===== src/rtl/nand_seq_pkg.sv =====
package nand_seq_pkg;

  localparam logic [2:0] REG_CTL1    = 3'd0;
  localparam logic [2:0] REG_CTL2    = 3'd1;
  localparam logic [2:0] REG_ADDR_LO = 3'd2;
  localparam logic [2:0] REG_ADDR_HI = 3'd3;
  localparam logic [2:0] REG_LEN     = 3'd4;
  localparam logic [2:0] REG_IRQ     = 3'd5;
  localparam logic [2:0] REG_MASK    = 3'd6;

  localparam int B_VALID   = 31;
  localparam int B_ADDR_ON = 30;
  localparam int B_ANUM_HI = 29;
  localparam int B_ANUM_LO = 27;
  localparam int B_RD      = 26;
  localparam int B_WR      = 25;
  localparam int B_CMD2_EN = 8;

  localparam int I_CMD  = 31;
  localparam int I_XFER = 28;
  localparam int I_TMO  = 1;
  localparam int I_OVR  = 0;

  typedef enum logic [1:0] {SEL_CMD1, SEL_CMD2, SEL_ADDR, SEL_BUF} byteSel_e;

  typedef enum logic [2:0] {
    S_IDLE, S_CMD1, S_ADDR, S_WDATA, S_CMD2, S_WAIT_WB, S_WAIT_RB, S_RDATA
  } seqState_e;

  typedef struct packed {
    logic     setCmdDone;
    logic     setXferDone;
    logic     setTimeout;
    byteSel_e sel;
    logic [2:0] addrIdx;
  } seqStrobe_t;

endpackage


===== src/rtl/nand_seq_ctrl.sv =====
module nand_seq_ctrl
  import nand_seq_pkg::*;
#(
  parameter int LEN_W       = 12,
  parameter int TWB_CYC     = 13,
  parameter int TIMEOUT_CYC = 100000
)(
  input  logic             clk,
  input  logic             rstN,
  input  logic             start,
  input  logic             startRd,
  input  logic             startWr,
  input  logic             startAddrOn,
  input  logic [2:0]       startAddrNm1,
  input  logic             cmd2En,
  input  logic [LEN_W-1:0] lenM1,
  input  logic             nandRb,
  output logic             busy,
  output seqStrobe_t       strb,
  output logic             nandCle,
  output logic             nandAle,
  output logic             nandWeN,
  output logic             nandReN,
  output logic             nandDoe,
  output logic [LEN_W-1:0] bufIdx,
  output logic             bufWe
);
  localparam int WAIT_MAX = (TIMEOUT_CYC > TWB_CYC) ? TIMEOUT_CYC : TWB_CYC;
  localparam int WAIT_W   = $clog2(WAIT_MAX + 1);
  localparam int SW_W     = $clog2(TWB_CYC + 2) + 1;

  seqState_e        state;
  logic             ph;
  logic [LEN_W-1:0] cnt;
  logic [WAIT_W-1:0] waitCnt;
  logic             rdOp, wrOp, addrOn, cmd2On;
  logic [2:0]       addrNm1;
  logic [LEN_W-1:0] lenQ;
  seqState_e        postAddr, afterCmd1;
  logic             lastRd, lastWr, rbOk, tmoHit, writing;

  always_comb begin
    if (rdOp)      postAddr = cmd2On ? S_CMD2 : S_WAIT_WB;
    else if (wrOp) postAddr = S_WDATA;
    else           postAddr = cmd2On ? S_CMD2 : S_WAIT_WB;
    afterCmd1 = addrOn ? S_ADDR : postAddr;
  end

  assign lastRd = (state == S_RDATA) && ph && (cnt == lenQ);
  assign lastWr = (state == S_WDATA) && ph && (cnt == lenQ);
  assign rbOk   = (state == S_WAIT_RB) && nandRb;
  assign tmoHit = (state == S_WAIT_RB) && !nandRb && (waitCnt == WAIT_W'(TIMEOUT_CYC - 1));

  always_ff @(posedge clk or negedge rstN) begin
    if (!rstN) begin
      state <= S_IDLE; ph <= 1'b0; cnt <= '0; waitCnt <= '0;
      rdOp <= 1'b0; wrOp <= 1'b0; addrOn <= 1'b0; cmd2On <= 1'b0;
      addrNm1 <= '0; lenQ <= '0;
    end else begin
      case (state)
        S_IDLE: if (start) begin
          state <= S_CMD1; ph <= 1'b0; cnt <= '0;
          rdOp <= startRd; wrOp <= startWr && !startRd; addrOn <= startAddrOn;
          addrNm1 <= startAddrNm1; cmd2On <= cmd2En; lenQ <= lenM1;
        end
        S_CMD1, S_CMD2: begin
          ph <= ~ph;
          if (ph) begin
            state <= (state == S_CMD1) ? afterCmd1 : S_WAIT_WB;
            cnt <= '0; waitCnt <= '0;
          end
        end
        S_ADDR: begin
          ph <= ~ph;
          if (ph) begin
            if (cnt[2:0] == addrNm1) begin state <= postAddr; cnt <= '0; waitCnt <= '0; end
            else cnt <= cnt + 1'b1;
          end
        end
        S_WDATA: begin
          ph <= ~ph;
          if (ph) begin
            if (lastWr) begin state <= cmd2On ? S_CMD2 : S_WAIT_WB; cnt <= '0; waitCnt <= '0; end
            else cnt <= cnt + 1'b1;
          end
        end
        S_WAIT_WB: begin
          if (waitCnt == WAIT_W'(TWB_CYC - 1)) begin state <= S_WAIT_RB; waitCnt <= '0; end
          else waitCnt <= waitCnt + 1'b1;
        end
        S_WAIT_RB: begin
          if (rbOk) begin state <= rdOp ? S_RDATA : S_IDLE; cnt <= '0; ph <= 1'b0; end
          else if (tmoHit) state <= S_IDLE;
          else waitCnt <= waitCnt + 1'b1;
        end
        S_RDATA: begin
          ph <= ~ph;
          if (ph) begin
            if (lastRd) state <= S_IDLE;
            else cnt <= cnt + 1'b1;
          end
        end
        default: state <= S_IDLE;
      endcase
    end
  end

  assign writing = (state == S_CMD1) || (state == S_CMD2) || (state == S_ADDR) || (state == S_WDATA);
  assign busy    = (state != S_IDLE);
  assign nandCle = (state == S_CMD1) || (state == S_CMD2);
  assign nandAle = (state == S_ADDR);
  assign nandWeN = !(writing && !ph);
  assign nandReN = !((state == S_RDATA) && !ph);
  assign nandDoe = writing;
  assign bufIdx  = cnt;
  assign bufWe   = (state == S_RDATA) && !ph;

  always_comb begin
    strb.setCmdDone  = lastRd || (rbOk && !rdOp);
    strb.setXferDone = lastRd || lastWr;
    strb.setTimeout  = tmoHit;
    strb.addrIdx     = cnt[2:0];
    case (state)
      S_CMD1:  strb.sel = SEL_CMD1;
      S_CMD2:  strb.sel = SEL_CMD2;
      S_ADDR:  strb.sel = SEL_ADDR;
      default: strb.sel = SEL_BUF;
    endcase
  end

  logic [SW_W-1:0] sinceWe;
  always_ff @(posedge clk or negedge rstN) begin
    if (!rstN) sinceWe <= '1;
    else if (!nandWeN) sinceWe <= '0;
    else if (sinceWe != '1) sinceWe <= sinceWe + 1'b1;
  end

  a_r7_guard_before_ready: assert property (@(posedge clk) disable iff (!rstN)
    (state == S_WAIT_RB) |-> (sinceWe >= SW_W'(TWB_CYC)));
  a_r2_start_opcode: assert property (@(posedge clk) disable iff (!rstN)
    start |=> (nandCle && !nandWeN));
  a_r6_buf_in_range: assert property (@(posedge clk) disable iff (!rstN)
    bufWe |-> (bufIdx <= lenQ));
  a_r10_abort_idle: assert property (@(posedge clk) disable iff (!rstN)
    strb.setTimeout |=> (!busy && nandWeN && nandReN));
endmodule


===== src/rtl/nand_seq_dpath.sv =====
module nand_seq_dpath
  import nand_seq_pkg::*;
#(
  parameter int LEN_W = 12
)(
  input  logic             clk,
  input  logic             rstN,
  input  logic             regWr,
  input  logic [2:0]       regAddr,
  input  logic [31:0]      regWdata,
  input  logic             busy,
  input  seqStrobe_t       strb,
  input  logic [7:0]       bufRdata,
  output logic             start,
  output logic             cmd2En,
  output logic [LEN_W-1:0] lenM1,
  output logic [7:0]       nandDout,
  output logic [31:0]      irqStatus,
  output logic             irq
);
  logic [7:0]  op1Q, op2Q;
  logic [8:0]  ctl2Q;
  logic [15:0] addrLoQ;
  logic [23:0] addrHiQ;
  logic [31:0] maskQ, setBits, clrBits;
  logic [63:0] addrBytes;
  logic        wrCtl1;

  assign wrCtl1 = regWr && (regAddr == REG_CTL1);
  assign start  = wrCtl1 && !busy && regWdata[B_VALID];
  assign cmd2En = ctl2Q[B_CMD2_EN];

  always_comb begin
    setBits = '0;
    setBits[I_CMD]  = strb.setCmdDone;
    setBits[I_XFER] = strb.setXferDone;
    setBits[I_TMO]  = strb.setTimeout;
    setBits[I_OVR]  = wrCtl1 && busy;
    clrBits = (regWr && (regAddr == REG_IRQ)) ? regWdata : '0;
  end

  always_ff @(posedge clk or negedge rstN) begin
    if (!rstN) begin
      op1Q <= '0; op2Q <= '0; ctl2Q <= '0; addrLoQ <= '0; addrHiQ <= '0;
      lenM1 <= '0; maskQ <= '0; irqStatus <= '0;
    end else begin
      if (start) begin
        op1Q <= regWdata[7:0];
        op2Q <= ctl2Q[7:0];
      end
      if (regWr && !busy) begin
        case (regAddr)
          REG_CTL2:    ctl2Q   <= regWdata[8:0];
          REG_ADDR_LO: addrLoQ <= regWdata[15:0];
          REG_ADDR_HI: addrHiQ <= regWdata[23:0];
          REG_LEN:     lenM1   <= regWdata[LEN_W-1:0];
          default: ;
        endcase
      end
      if (regWr && (regAddr == REG_MASK)) maskQ <= regWdata;
      irqStatus <= (irqStatus & ~clrBits) | setBits;
    end
  end

  assign addrBytes = {24'd0, addrHiQ, addrLoQ};
  assign irq = |(irqStatus & maskQ);

  always_comb begin
    case (strb.sel)
      SEL_CMD1: nandDout = op1Q;
      SEL_CMD2: nandDout = op2Q;
      SEL_ADDR: nandDout = addrBytes[{strb.addrIdx, 3'b000} +: 8];
      default:  nandDout = bufRdata;
    endcase
  end

  a_r9_overrun_sticky: assert property (@(posedge clk) disable iff (!rstN)
    (wrCtl1 && busy) |=> irqStatus[I_OVR]);
  a_r8_set_wins: assert property (@(posedge clk) disable iff (!rstN)
    strb.setCmdDone |=> irqStatus[I_CMD]);
  a_r8_w1c_clears: assert property (@(posedge clk) disable iff (!rstN)
    (regWr && (regAddr == REG_IRQ) && regWdata[I_XFER] && !strb.setXferDone) |=> !irqStatus[I_XFER]);
endmodule


===== src/rtl/nand_op_seq.sv =====
module nand_op_seq
  import nand_seq_pkg::*;
#(
  parameter int LEN_W       = 12,
  parameter int TWB_CYC     = 13,
  parameter int TIMEOUT_CYC = 100000
)(
  input  logic             clk,
  input  logic             rstN,
  input  logic             regWr,
  input  logic [2:0]       regAddr,
  input  logic [31:0]      regWdata,
  output logic             irq,
  output logic [31:0]      irqStatus,
  output logic [LEN_W-1:0] bufAddr,
  output logic             bufWe,
  output logic [7:0]       bufWdata,
  input  logic [7:0]       bufRdata,
  output logic             nandCle,
  output logic             nandAle,
  output logic             nandWeN,
  output logic             nandReN,
  output logic [7:0]       nandDout,
  output logic             nandDoe,
  input  logic [7:0]       nandDin,
  input  logic             nandRb
);
  logic             start, busy, cmd2En;
  logic [LEN_W-1:0] lenM1;
  seqStrobe_t       strb;

  assign bufWdata = nandDin;

  nand_seq_ctrl #(.LEN_W(LEN_W), .TWB_CYC(TWB_CYC), .TIMEOUT_CYC(TIMEOUT_CYC)) i_ctrl (
    .clk(clk), .rstN(rstN), .start(start),
    .startRd(regWdata[B_RD]), .startWr(regWdata[B_WR]),
    .startAddrOn(regWdata[B_ADDR_ON]), .startAddrNm1(regWdata[B_ANUM_HI:B_ANUM_LO]),
    .cmd2En(cmd2En), .lenM1(lenM1), .nandRb(nandRb), .busy(busy), .strb(strb),
    .nandCle(nandCle), .nandAle(nandAle), .nandWeN(nandWeN), .nandReN(nandReN),
    .nandDoe(nandDoe), .bufIdx(bufAddr), .bufWe(bufWe));

  nand_seq_dpath #(.LEN_W(LEN_W)) i_dpath (
    .clk(clk), .rstN(rstN), .regWr(regWr), .regAddr(regAddr), .regWdata(regWdata),
    .busy(busy), .strb(strb), .bufRdata(bufRdata), .start(start), .cmd2En(cmd2En),
    .lenM1(lenM1), .nandDout(nandDout), .irqStatus(irqStatus), .irq(irq));
endmodule


===== config.mk =====
export PLATFORM = sky130hd
export DESIGN_NAME = nand_op_seq
export DESIGN_NICKNAME = d
export VERILOG_FILES = /design/src/rtl/nand_seq_pkg.sv /design/src/rtl/nand_seq_ctrl.sv /design/src/rtl/nand_seq_dpath.sv /design/src/rtl/nand_op_seq.sv
export SDC_FILE = /design/constraint.sdc
export NUM_CORES = 1
export LEC_CHECK = 0
export BUFFER_PORTS_ARGS = -buffer_cell sky130_fd_sc_hd__buf_2
export CAP_MARGIN = 30
export CORE_MARGIN = 10
export CORE_UTILIZATION = 53
export CTS_CLUSTER_SIZE = 10
export DETAILED_ROUTE_END_ITERATION = 16
export GPL_ROUTABILITY_DRIVEN = 1
export HOLD_SLACK_MARGIN = 0.15
export PLACE_DENSITY_LB_ADDON = 0.08
export SYNTH_ARGS = -nofsm -noshare
export SYNTH_HDL_FRONTEND = slang
export SYNTH_HIERARCHICAL = 1
export SYNTH_SLANG_ARGS = --single-unit
export TNS_END_PERCENT = 100

===== constraint.sdc =====
create_clock -name clk -period 9.2 [get_ports clk]
set_clock_uncertainty 0.15 [all_clocks]
set_input_delay 0.92 -clock clk [delete_from_list [all_inputs] [get_ports clk]]
set_output_delay 0.92 -clock clk [all_outputs]
set_load 0.1 [all_outputs]

---- Word-level counts from Yosys, hierarchy flattened ----
Index checks and enable logic that the tools add are counted.
storage, ports and cells
  logic and storage cells ................. 151
  bits in registers ....................... 193
  input port bits ......................... 55
  output and inout port bits .............. 67
cells by class
  add/subtract/negate cells ............... 2
  reductions and logical operators ........ 49
  shifts and indexed selects .............. 1
  equality and inequality tests ........... 33
  bitwise operators ....................... 5
  multiplexer cells ....................... 43
operators by type and width
  operator                                                number
  two-way mux 17 bit                                      8
  two-way mux 12 bit                                      9
  one-hot mux 17 bit (5 select lines)                     1
  one-hot mux 12 bit (6 select lines)                     1
  AND 32 bit                                              2
  variable part select 64 x 7 -> 8 bit                    1
  two-way mux 3 bit                                       16
  two-way mux 32 bit                                      1
  NOT 32 bit                                              1
  OR 32 bit                                               1
  OR reduction 32 bit                                     1
  one-hot mux 8 bit (3 select lines)                      1
  == test 3 bit (second input constant)                   7
  one-hot mux 3 bit (7 select lines)                      1
  inequality test 2 x 1 -> 1 bit (second input constant)  10
  logical AND 1 bit                                       18
  adder 17 x 1 -> 17 bit (second input constant)          1
  == test 17 bit (second input constant)                  1
  == test 17 x 4 -> 1 bit (second input constant)         1
  AND reduction 8 bit                                     2
  adder 12 x 1 -> 12 bit (second input constant)          1
  == test 12 bit                                          1
  == test 3 x 2 -> 1 bit (second input constant)          4
  AND reduction 10 bit                                    1
  other kinds (21)                                        42

---- Longest topological paths before layout ----
Gate-level depths: netlist (run 1).
  word-level depth ........................ 7
  depth in mapped cells ................... 15
  depth with buffers taken out ............ 11

---- Hierarchy ----
Netlist (run 1), hierarchy kept.
modules (own cells, without submodules)
  module          seq. area each (um^2)  cells each  area each (um^2)  instances
  nand_seq_dpath  3528.4                 399         5908.2            1
  nand_seq_ctrl   1301.2                 343         3216.8            1
  nand_op_seq     0.0                    8           60.1              1

---- Worst setup path before layout (run 1) ----
Ideal clock, no wire load.
  kind .................................... register to output
  start ................................... register i_ctrl.state[0]
  end ..................................... output nandWeN
  path slack .............................. 4459 ps
  arrival ................................. 3671 ps
  cell stages (with the launch flop) ...... 6
  path through ............................ dfrtp_1 -> clkbuf_1 -> clkbuf_1 -> nor2_1 -> xnor2_1 -> nand2_1
between the ends
  longest elaborated chain between the ends .. 6
  elaborated cells on any way between the ends .. 9
  those cells by class .................... 4 x eq/ne; 5 x reduce/logical
RTL lines
  item                                                            line                  RTL
  start: declaration                                              nand_seq_ctrl.sv:32   seqState_e state;
  start signal: assignment                                        nand_seq_ctrl.sv:69   state <= (state == S_CMD1) ? afterCmd1 : S_WAIT_WB;
  == test 3 x 1 -> 1 bit / == test 3 bit (equally long branches)  nand_seq_ctrl.sv:108  assign writing = (state == S_CMD1) || (state == S_CMD2) || (state == S_ADDR) || (state == S_WDATA);
  logical OR 1 bit (2 in a row)                                   nand_seq_ctrl.sv:108
  logical OR 1 bit *                                              nand_seq_ctrl.sv:108
  via nandDoe                                                     nand_op_seq.sv:24     output logic nandDoe,
  logical AND 1 bit *                                             nand_seq_ctrl.sv:112  assign nandWeN = !(writing && !ph);
  zero test 1 bit *                                               nand_seq_ctrl.sv:112
  end: declaration                                                nand_op_seq.sv:21     output logic nandWeN,
Mark *: on every way through the listed nets, which the timed path passes. The rest lies on a longest branch.

==> metrics, run 1 <==
Worst Setup Start Kind register; wire length on met1 9.89 mm; share of layout cells above drive strength 1 a little over a third; Hold Buf Count CTS 0; setup repair bufs after CTS 0; CTS max path bufs 2; Crit Path Category register to primary output; CP max stage cell dfrtp_1; WP data arrival about 3.5 ns; slew margin rel. between 30% and 40%; VDD IR max roughly 0.00032 V; Final Cycle Share around half; width of the die ~150 µm; worst slack at placement roughly 5.2 ns; grt total ovfl 0; asr flop ratio synth 100%; Leakage around 5 nW; largest net degree at the start of global routing ~110; clk root buf clkbuf_16; Top Layer Used met4; Core ar. 17100 µm²; Clock Pin Slew Worst Setup and Hold Paths approximately 0.070 ns; Slew @ Worst Pin 0.959 ns; via count between 6000 and 7000; final wirelength about 23 mm; RSZ-0062 raised after global routing false; Yosys warnings 6; vias in the first global route around 6700; syn_area_per_cell 12.2 µm²; CP most frequent cell buf_2; worst r2r src i_ctrl/state[0]; max frequency between 0.2 and 0.25 GHz; WP data required just over 8 ns; port bufs ~110; wire length of the first global-routing pass 36.1 mm; Residual DRC 0; post-synthesis sequential area ratio between 50% and 60%; power density cells ~300 nW/µm²; Final ANT Viol Nets 0; via-per-instance ratio slightly below 6; synthesized net count 808; Synth Cell Area about 9200 µm²; initial antenna violation count 1; outcome finished clean; crit path cell chain xor2_1 > nand2_1 > nor4bb_1 > buf_2 > a22oi_1 > o211ai_1 > buf_2; Total GRT Usage 20.3%; commonest cells after routing, fill and taps aside dfrtp_1, mux2_2, buf_2, nand2_1, a21boi_0; min Tclk post-route approximately 4.5 ns; Max stage delay on crit path approximately 0.81 ns; Rows 48; DIE HEIGHT 152 µm; routed wl met3 935 µm; met2 wire len 11.6 mm; crit path capture type primary output; Mapped Cells 750; Sink Count 193; PostCTS Resize Cnt 0; RePlAce Congestion 0.877; Ports 122; DPL Wire Length between 15 and 20 mm; Max Slew Vio Count 0; die area ~23000 µm²; area grow syn2layout 13.9%; Hold Path Class register to register; H-tree depth 4; CTS tree yes; R2R Setup Slk about 5.5 ns; Top FF cell, synth dfrtp_1; CP startpoint i_ctrl/state[0]; # nets final 893; setup violators final 0; min-delay src i_dpath/addrHiQ[4]; Max-Cap Viols 0; Final Hold Viols 0; total CTS buffers 17; flops & latches, synth just under 200; Fillers about 1400; Final WS setup roughly 4.7 ns; post-synth cell types between 60 and 70; Initial Utilization between 50% and 60%; most common cell after layout, fill and taps aside dfrtp_1; worst-path maximum fanout 25; drt first pass iters 4; Initial DRC Count 379; Skew-Pair Late Insertion Delay 0.43 ns; post-DR wirelength/cell between 20 and 25 µm; Post-synth EDFFs 0; setup_tns 0 ns
## synthesized netlist by cell type (all sizes together), types with 3 or more instances
cell type | count | share of area [%]
nor2b | 5 | 0.34
and3 | 8 | 0.54
nand4 | 17 | 1.2
nor3 | 5 | 0.27
o31ai | 15 | 1.2
a31oi | 6 | 0.41
a21boi | 30 | 2.5
a21o | 12 | 0.98
xor2 | 6 | 0.57
and4 | 3 | 0.29
ha | 3 | 0.41
o211ai | 9 | 0.74
or3 | 3 | 0.20
mux2 | 143 | 18
nand3b | 6 | 0.53
nand3 | 23 | 1.5
mux2i | 9 | 0.98
inv | 13 | 0.53
nand2b | 5 | 0.34
or3b | 3 | 0.29
o41ai | 3 | 0.29
a22oi | 25 | 2.0
buf | 36 | 2.7
xnor2 | 15 | 1.4
nor2 | 23 | 0.94
dfrtp | 193 | 53
a22o | 9 | 0.86
clkbuf | 14 | 0.57
nand2 | 37 | 1.5
nor4 | 4 | 0.50
a21oi | 9 | 0.49
a2bb2oi | 8 | 0.76
o21ai | 20 | 1.1
or4 | 4 | 0.37
o311ai | 3 | 0.29
and2 | 3 | 0.20
## report_power, final
group          internal [mW]  total [mW]  switching, mW
combinational          0.357        1.14          0.780
sequential              1.01        1.14          0.128
clock                  0.485       0.794          0.308
## layout make-up
type	count	area, µm²	area share (%)
multi-input cells	494	4010	38.3
well taps	225	282	2.69
flip-flops and latches	193	4830	46.2
diodes	2	5.00	0.0478
repair buffers	116	649	6.21
inverters	13	48.8	0.467
clock inverters	8	149	1.42
clock buffers	24	492	4.70
## through the flow
stage / hold slack (ns) / util [%] / std cells / total power, mW / area (µm²)
2_1_floorplan: 0.304 / - / 750 / 2.05 / 9190
3_5_place_dp: 0.339 / 57.3 / 1041 / 2.29 / 9810
6_report: 0.350 / 61.1 / 1075 / 3.07 / 10500
5_1_grt: 0.367 / 61.1 / 1073 / 3.22 / 10500
4_1_cts: 0.355 / 61.1 / 1073 / 3.09 / 10500
3_3_place_gp: 0.314 / 56.9 / 1036 / 2.26 / 9740
## routing by layer
layer  vias to the layer above  global-route usage [%]
met2                       131                    34.7
met5                         -                       0
li1                       2945                       -
met3                        25                    4.28
met4                         0                    6.96
met1                      3283                    25.1
## worst paths after layout
check / to / cells after the start
setup reg to reg: i_ctrl/bufIdx[9] / 12
min in group asynchronous: i_ctrl/waitCnt[15] / 1
setup / recovery: nandDout[2] / 7
hold reg to reg: i_dpath/addrHiQ[4] / 1
max in group asynchronous: i_dpath/addrLoQ[9] / 3
hold / removal: i_dpath/addrHiQ[4] / 1
## critical path, delay by kind of cell (launching register included)
| kind | cells | cell delay (ns) |
|---|---|---|
| AOI/OAI and AO/OA | 2 | 0.21 |
| xor gates and xnor gates | 1 | 0.27 |
| buffers and inverters | 2 | 0.74 |
| DFF | 1 | 0.81 |
| and+or+nand+nor | 2 | 1.02 |
## cells by family after synthesis
| group | share of synthesized area (%) |
|---|---|
| adder cells (fa/ha/maj) | 0.409 |
| AO/OA/AOI/OAI | 12.7 |
| multiplexers | 18.5 |
| flip-flops | 52.6 |
| buffers and inverters | 3.81 |
| AND/OR/NAND/NOR | 9.96 |
| XOR/XNOR | 2.00 |
## sequential cells by signal, indices dropped and copies added (netlist names)
signal             flops
i_dpath/op1Q           8
i_ctrl/state           3
i_dpath/op2Q           8
i_dpath/addrHiQ       24
i_dpath/addrLoQ       16
i_ctrl/lenQ           12
i_dpath/lenM1         12
i_ctrl/cmd2On          1
i_ctrl/rdOp            1
i_dpath/ctl2Q          9
i_ctrl/addrOn          1
i_ctrl/bufIdx         12
i_dpath/maskQ         32
i_ctrl/wrOp            1
i_ctrl/waitCnt        17
i_dpath/irqStatus     32
i_ctrl/addrNm1         3
i_ctrl/ph              1
No activity file was read; power rests on OpenSTA's default activity.
==> inputs of run 2 (changes only) <==
--- a/config.mk
+++ b/config.mk
@@ -5,6 +5,7 @@
 export SDC_FILE = /design/constraint.sdc
 export NUM_CORES = 1
 export LEC_CHECK = 0
+export ABC_AREA = 1
 export BUFFER_PORTS_ARGS = -buffer_cell sky130_fd_sc_hd__buf_2
 export CAP_MARGIN = 30
 export CORE_MARGIN = 10
==> constraint.sdc (replaced) <==
create_clock -name clk -period 4.2 [get_ports clk]
set_clock_uncertainty 0.15 [all_clocks]
set_input_delay 0.42 -clock clk [delete_from_list [all_inputs] [get_ports clk]]
set_output_delay 0.42 -clock clk [all_outputs]
set_load 0.1 [all_outputs]
==> run 2 against run 1 <==
Compared with the run above: sequential cell count stayed put; clock power rose by 100%; total power is 140% higher; utilization increased by 1.6 points; final area up 4.9%.
==> metrics, run 2 <==
outcome finished clean; clk root buf clkbuf_16; clock network power share 22.1% (-3.7 points); most common cell after layout, fill and taps aside nand2_1; Ports 122 (unchanged); worst-path maximum fanout 9 (-64%); final wirelength 25.1 mm (+9.9%); R2R Setup Slk 0.63 ns (-4.90 ns); CP Buf/Inv Count 4 (+2); GR Util met1 28.7% (+3.7 points); asr flop ratio synth 100% (unchanged); min Tclk post-route about 3.7 ns; Post-synth EDFFs 0 (unchanged); width of the die 154 µm (+1.6%); RePlAce Congestion 0.888 (+1.3%); top post-synthesis cells by area dfrtp_1, nand2_1, o21ai_0, inv_1, nand3_1; synth cell count leaders nand2_1, dfrtp_1, o21ai_0; drt first pass iters 5 (+1); setup violators final 0 (unchanged); DP Area 10100 µm² (+3.0%); total CTS buffers 17 (unchanged); CTS max path bufs 2 (unchanged); Core ar. 17500 µm² (+2.1%); count leader, synth nand2_1; # nets final 1387 (+55%); via-per-instance ratio 5.16 (-13%); post-DR wirelength/cell 16.0 µm (-25%); met2 usage in global routing 33.7% (-0.98 points); setup_tns 0 ns (unchanged); Residual DRC 0 (unchanged); Leakage 5.92 nW (+17%); Worst Setup Start Kind register; synthesized net count 1282 (+59%); initial antenna violation count 1 (unchanged); Final Cycle Share 88.0%; Yosys top cell area share 50.7% (-1.9 points); post-synthesis sequential area ratio 50.7% (-1.9 points); slew margin rel. 43.7% (+7.6 points); Max Slew Vio Count 0 (unchanged); NetSw 3.37 mW (+180%); family with the most delay on the worst path buffers and inverters; Top FF cell, synth dfrtp_1; flops & latches, synth 193 (unchanged); die area 23700 µm² (+3.2%); Hold Buf Count CTS 22 (+22); share of layout cells above drive strength 1 14.8% (-21 points); WP data required 3.63 ns (-4.50 ns); Synth Cell Area 9530 µm² (+3.7%); VDD IR max 0.000633 V (+97%); Clock Pin Slew Worst Setup and Hold Paths 0.07 ns (about the same); Rows 48 (unchanged); Mapped Cells 1224 (+63%); Largest regs i_dpath/irqStatus x32, i_dpath/maskQ x32, i_dpath/addrHiQ x24; met3 Use GR 4.27% (-0.0090 points); P_int 3.87 mW (+110%); Final Hold Viols 0 (unchanged); sw frac 46.5% (+6.9 points); grt total ovfl 0 (unchanged); via count 8095 (+27%); CP max stage cell o21ai_0; GRT busiest layer met2; wire length of the first global-routing pass 41.0 mm (+14%); power density cells 660 nW/µm² (+120%); crit path capture type primary output; CTS tree yes; Final ANT Viol Nets 0 (unchanged); DPL Wire Length 18.1 mm (+9.0%); Hold Path Class primary input to register; Crit Path Category register to primary output; Total GRT Usage 21.1% (+0.82 points); DIE HEIGHT 154 µm (+1.6%); Synth area leader dfrtp_1; Max-Cap Viols 0 (unchanged); syn_area_per_cell 7.78 µm² (-36%); PostCTS Resize Cnt 0 (unchanged); port bufs 105 (unchanged); combinational share of power 41.2% (+4.2 points); area grow syn2layout 15.1%; largest net degree at the start of global routing 105 (-7.1%); Max stage delay on crit path 0.55 ns (-0.26 ns); max frequency around 0.27 GHz; Skew-Pair Late Insertion Delay 0.43 ns (about the same); RSZ-0062 raised after global routing false; Sink Count 193 (unchanged); H-tree depth 4 (unchanged); post-synth cell types 38 (-45%); crit path cell chain inv_1 > nand3_1 > inv_1 > o21ai_0 > clkinv_1 > nand2_1 > a21oi_1 > nand2_1 > a21oi_2 > buf_2; design area 11000 µm² (+4.9%); WP data arrival 3.12 ns (-0.36 ns); setup repair bufs after CTS 0 (unchanged); Initial DRC Count 571 (+51%); vias in the first global route 7838 (+17%); Slew @ Worst Pin 0.845 ns (-0.114 ns); commonest cells after routing, fill and taps aside nand2_1, dfrtp_1, o21ai_0, inv_1, buf_2; sequential power share 36.7% (-0.5 points); Yosys warnings 6 (unchanged); Initial Utilization 54.5% (+0.84 points)
-- run 2: changes by cell type after synthesis, sizes merged, moves of 30 or more --
cell    change
nand2     +393
o21ai     +147
mux2      -143
inv       +123
nor2       +61
nand3      +44
a21boi     -30
-- run 2: worst register-to-register path, delay by kind of cell, from the launching register on --
kind	cells	cell delay, ns
flops	1	0.45
compound gates	1	0.07
buf+inv	6	1.56
simple gates	8	1.27
-- run 2: kinds of logic after synthesis --
group / after synthesis / share of synthesized area (%)
AO/OA/AOI/OAI: 217 / 12.2
XOR/XNOR: 12 / 1.10
flip-flops: 193 / 50.7
adder cells (fa/ha/maj): 3 / 0.394
buffers and inverters: 190 / 8.93
AND/OR/NAND/NOR: 609 / 26.7
-- run 2: metrics by stage --
step           setup slack, ns  instances  hold slack [ns]  utilization, %  power, mW
2_1_floorplan            0.494       1224          -0.0256               -       5.12
3_3_place_gp              1.12       1510            0.310            57.8       5.59
3_5_place_dp              1.06       1511            0.318            57.9       5.63
4_1_cts                  0.590       1565            0.151            62.5       7.27
5_1_grt                  0.275       1567            0.179            62.7       7.71
6_report                 0.506       1568            0.167            62.8       7.24
-- run 2: power by group through the flow --
stage / logic, mW / registers [mW] / clock network, mW
after CTS: 2.98 / 2.65 / 1.64
after detailed placement: 2.95 / 2.68 / 0
after global placement: 2.92 / 2.67 / 0
after global routing: 3.27 / 2.72 / 1.72
after floorplan: 2.44 / 2.68 / 0
final: 2.98 / 2.66 / 1.60
-- run 2: final cells by class --
type / instances / area [µm²]
clock buffers: 18 / 429
fillers: 1582 / 6510
well taps: 225 / 282
inverters: 139 / 526
clock inverters: 14 / 163
multi-input cells: 841 / 3870
repair buffers: 137 / 862
flip-flops and latches: 193 / 4830
diodes: 1 / 2.50
-- run 2: layer usage --
metal  part of all wire, %  routed length [µm]  vias to the layer above
li1                      -                   -                     4081
met1                    46               11500                     3752
met2                    47               11800                      238
met3                   5.5                1370                       24
met4                   1.7                 423                        0
met5                     0                   0                        -
-- run 2: worst paths after layout --
check / startpoint / endpoint / depth (start not counted)
setup / recovery: i_ctrl/state[2] / nandDout[1] / 10
hold / removal: regWdata[13] / i_dpath/addrLoQ[13] / 3
min in group asynchronous: rstN / i_dpath/irqStatus[27] / 2
setup reg to reg: i_ctrl/state[0] / i_ctrl/wrOp / 15
hold reg to reg: i_dpath/ctl2Q[5] / i_dpath/op2Q[5] / 2
max in group asynchronous: rstN / i_dpath/addrLoQ[13] / 3
==> inputs of run 3 (changes only) <==
--- a/config.mk
+++ b/config.mk
@@ -15,6 +15,7 @@
 export GPL_ROUTABILITY_DRIVEN = 1
 export HOLD_SLACK_MARGIN = 0.15
 export PLACE_DENSITY_LB_ADDON = 0.08
+export RECOVER_POWER = 100
 export SYNTH_ARGS = -nofsm -noshare
 export SYNTH_HDL_FRONTEND = slang
 export SYNTH_HIERARCHICAL = 1
==> run 3 against run 2 <==
Compared with the run above: the run now ends with capacitance limit, slew limit left; non-clock buffer count is the same; first-iteration DRC count shrank 0.53%; worst hold slack gained 0.0025 ns; clock power is essentially flat; maximum frequency is essentially flat; via count is essentially flat; utilization shrank 1.2 points; cell count is the same; critical path depth is the same; sequential cell count is the same; total power shrank 1.3%; global-route usage is the same; critical path type unchanged.
==> metrics, run 3 (same netlist as run 2, synthesis figures left out) <==
Hold Path Class primary input to register; via count 8090 (-0.062%); Slew @ Worst Pin 2.59 ns (+1.74 ns); clk root buf clkbuf_16; Crit Path Category register to primary output; setup_tns 0 ns (unchanged); Sink Count 193 (unchanged); crit path capture nandDout[1]; Max-Cap Viols 3 (+3); area grow syn2layout 12.9%; CTS max path bufs 2 (unchanged); grt total ovfl 0 (unchanged); setup repair bufs after CTS 0 (unchanged); DPL Wire Length 18.1 mm (unchanged); PostCTS Resize Cnt 0 (unchanged); VDD IR max 0.000588 V (-7.0%); outcome finished, violations left; final wirelength 25.1 mm (about the same); failing checks capacitance limit, slew limit; CP startpoint i_ctrl/state[2]; width of the die 154 µm (unchanged); Skew-Pair Late Insertion Delay 0.43 ns (about the same); H-tree depth 4 (unchanged); # nets final 1387 (unchanged); Placed Cells 1511 (unchanged); vias in the first global route 7838 (unchanged); Residual DRC 0 (unchanged); R2R Setup Slk 0.53 ns (-0.10 ns); Worst Setup Start Kind register; worst-path maximum fanout 9 (unchanged); Clock Pin Slew Worst Setup and Hold Paths 0.08 ns (about the same); crit path capture type primary output; min Tclk post-route 3.70 ns (+0.000644 ns); Tot Pwr 7.15 mW (-1.3%); RePlAce Congestion 0.888 (unchanged); setup violators final 0 (unchanged); Leakage 5.65 nW (-4.5%); port bufs 105 (unchanged); Core ar. 17500 µm² (unchanged); Total GRT Usage 21.1% (unchanged); final std cells w/o fill 1568 (unchanged); max frequency 0.271 GHz (about the same); RSZ-0062 raised after global routing false; Fillers 1647 (+4.1%); Final Cycle Share 88.0% (about the same); Final ANT Viol Nets 0 (unchanged); WP data arrival 3.13 ns (about the same); via-per-instance ratio 5.16 (about the same); power density cells 665 nW/µm² (+0.64%); Ports 122 (unchanged); slew margin rel. -72.4% (-120 points); worst reg2reg path depth 15 (unchanged); Final Hold Viols 0 (unchanged); DIE HEIGHT 154 µm (unchanged); total CTS buffers 17 (unchanged); die area 23700 µm² (unchanged); most common cell after layout, fill and taps aside nand2_1; drt first pass iters 5 (unchanged); hold path depth 3 (unchanged); initial antenna violation count 1 (unchanged); largest net degree at the start of global routing 105 (unchanged); Rows 48 (unchanged); CTS tree yes; commonest cells after routing, fill and taps aside nand2_1, dfrtp_1, o21ai_0, inv_1, nor2_1; post-DR wirelength/cell 16.0 µm (about the same); share of layout cells above drive strength 1 8.94% (-5.9 points); Initial DRC Count 568 (-0.53%); worst r2r src i_ctrl/state[0]; wire length of the first global-routing pass 41.0 mm (unchanged); Max Slew Vio Count 215 (+215); WP data required 3.63 ns (about the same); Initial Utilization 54.5% (unchanged); Largest regs i_dpath/irqStatus x32, i_dpath/maskQ x32, i_dpath/addrHiQ x24; hold_ws 0.169 ns (+0.00251 ns); RR Endpoint i_ctrl/wrOp
==> run 3: cell count changes in the layout (fill, tap and decap cells not counted), sizes merged <==
cell,previous run,this run
clkbuf,19,86
buf,114,47
==> run 3: routing by layer <==
layer	vias up	global-route usage [%]	part of all wire [%]
li1	4082	-	-
met1	3755	28.7	46
met2	230	33.7	47
met3	23	4.27	5.0
met4	0	5.58	1.7
met5	-	0	0
==> run 3: what timing repair did <==
action	in CTS	in global routing
hold endpoints to repair	134	0
hold buffers	22	0
setup endpoints to repair	0	0
==> run 3: power by group <==
part	switching, mW	internal [mW]
logic	2.21	0.677
clock network	0.797	0.803
registers	0.316	2.34
total	3.33	3.82
==> run 3: how the worst min path moves through the flow <==
| stage | from | to | slack, ns |
|---|---|---|---|
| 2_1_floorplan | rstN | i_ctrl/addrNm1[0] | -0.03 |
| 3_3_place_gp | i_dpath/lenM1[8] | i_ctrl/lenQ[8] | 0.31 |
| 3_5_place_dp | i_dpath/addrHiQ[0] | i_dpath/addrHiQ[0] | 0.32 |
| 4_1_cts | regWdata[13] | i_dpath/addrLoQ[13] | 0.15 |
| 5_1_grt | regWdata[31] | i_dpath/maskQ[31] | 0.18 |
| 6_report | regWdata[13] | i_dpath/maskQ[13] | 0.17 |
==> run 3: stage by stage <==
| stage | util, % | worst slack (ns) | cell area (µm²) |
|---|---|---|---|
| finish | 61.5 | 0.505 | 10800 |
| global route | 61.5 | 0.190 | 10800 |
| CTS | 62.5 | 0.590 | 10900 |
| detailed placement | 57.9 | 1.06 | 10100 |
| global placement | 57.8 | 1.12 | 10100 |
| floorplan | - | 0.494 | 9560 |
==> run 3: worst max-delay path, cell delays in order (launching register included) <==
cell      delay, ns
dfrtp_1        0.42
inv_1          0.12
nand3_1        0.17
inv_1          0.14
o21ai_0        0.50
clkinv_1       0.38
nand2_1        0.33
a21oi_1        0.08
nand2_1        0.12
a21oi_2        0.05
clkbuf_2       0.37
==> run 3: area by class of cell <==
| type | instances | area (µm²) | share of cell area (%) |
|---|---|---|---|
| timing repair buffer | 137 | 733 | 6.82 |
| clock inverter | 14 | 163 | 1.51 |
| clock buffer | 18 | 429 | 3.99 |
| multi-input combinational | 841 | 3790 | 35.3 |
| sequential | 193 | 4830 | 44.9 |
| antenna | 1 | 2.50 | 0.0233 |
| tap | 225 | 282 | 2.62 |
| inverter | 139 | 526 | 4.89 |
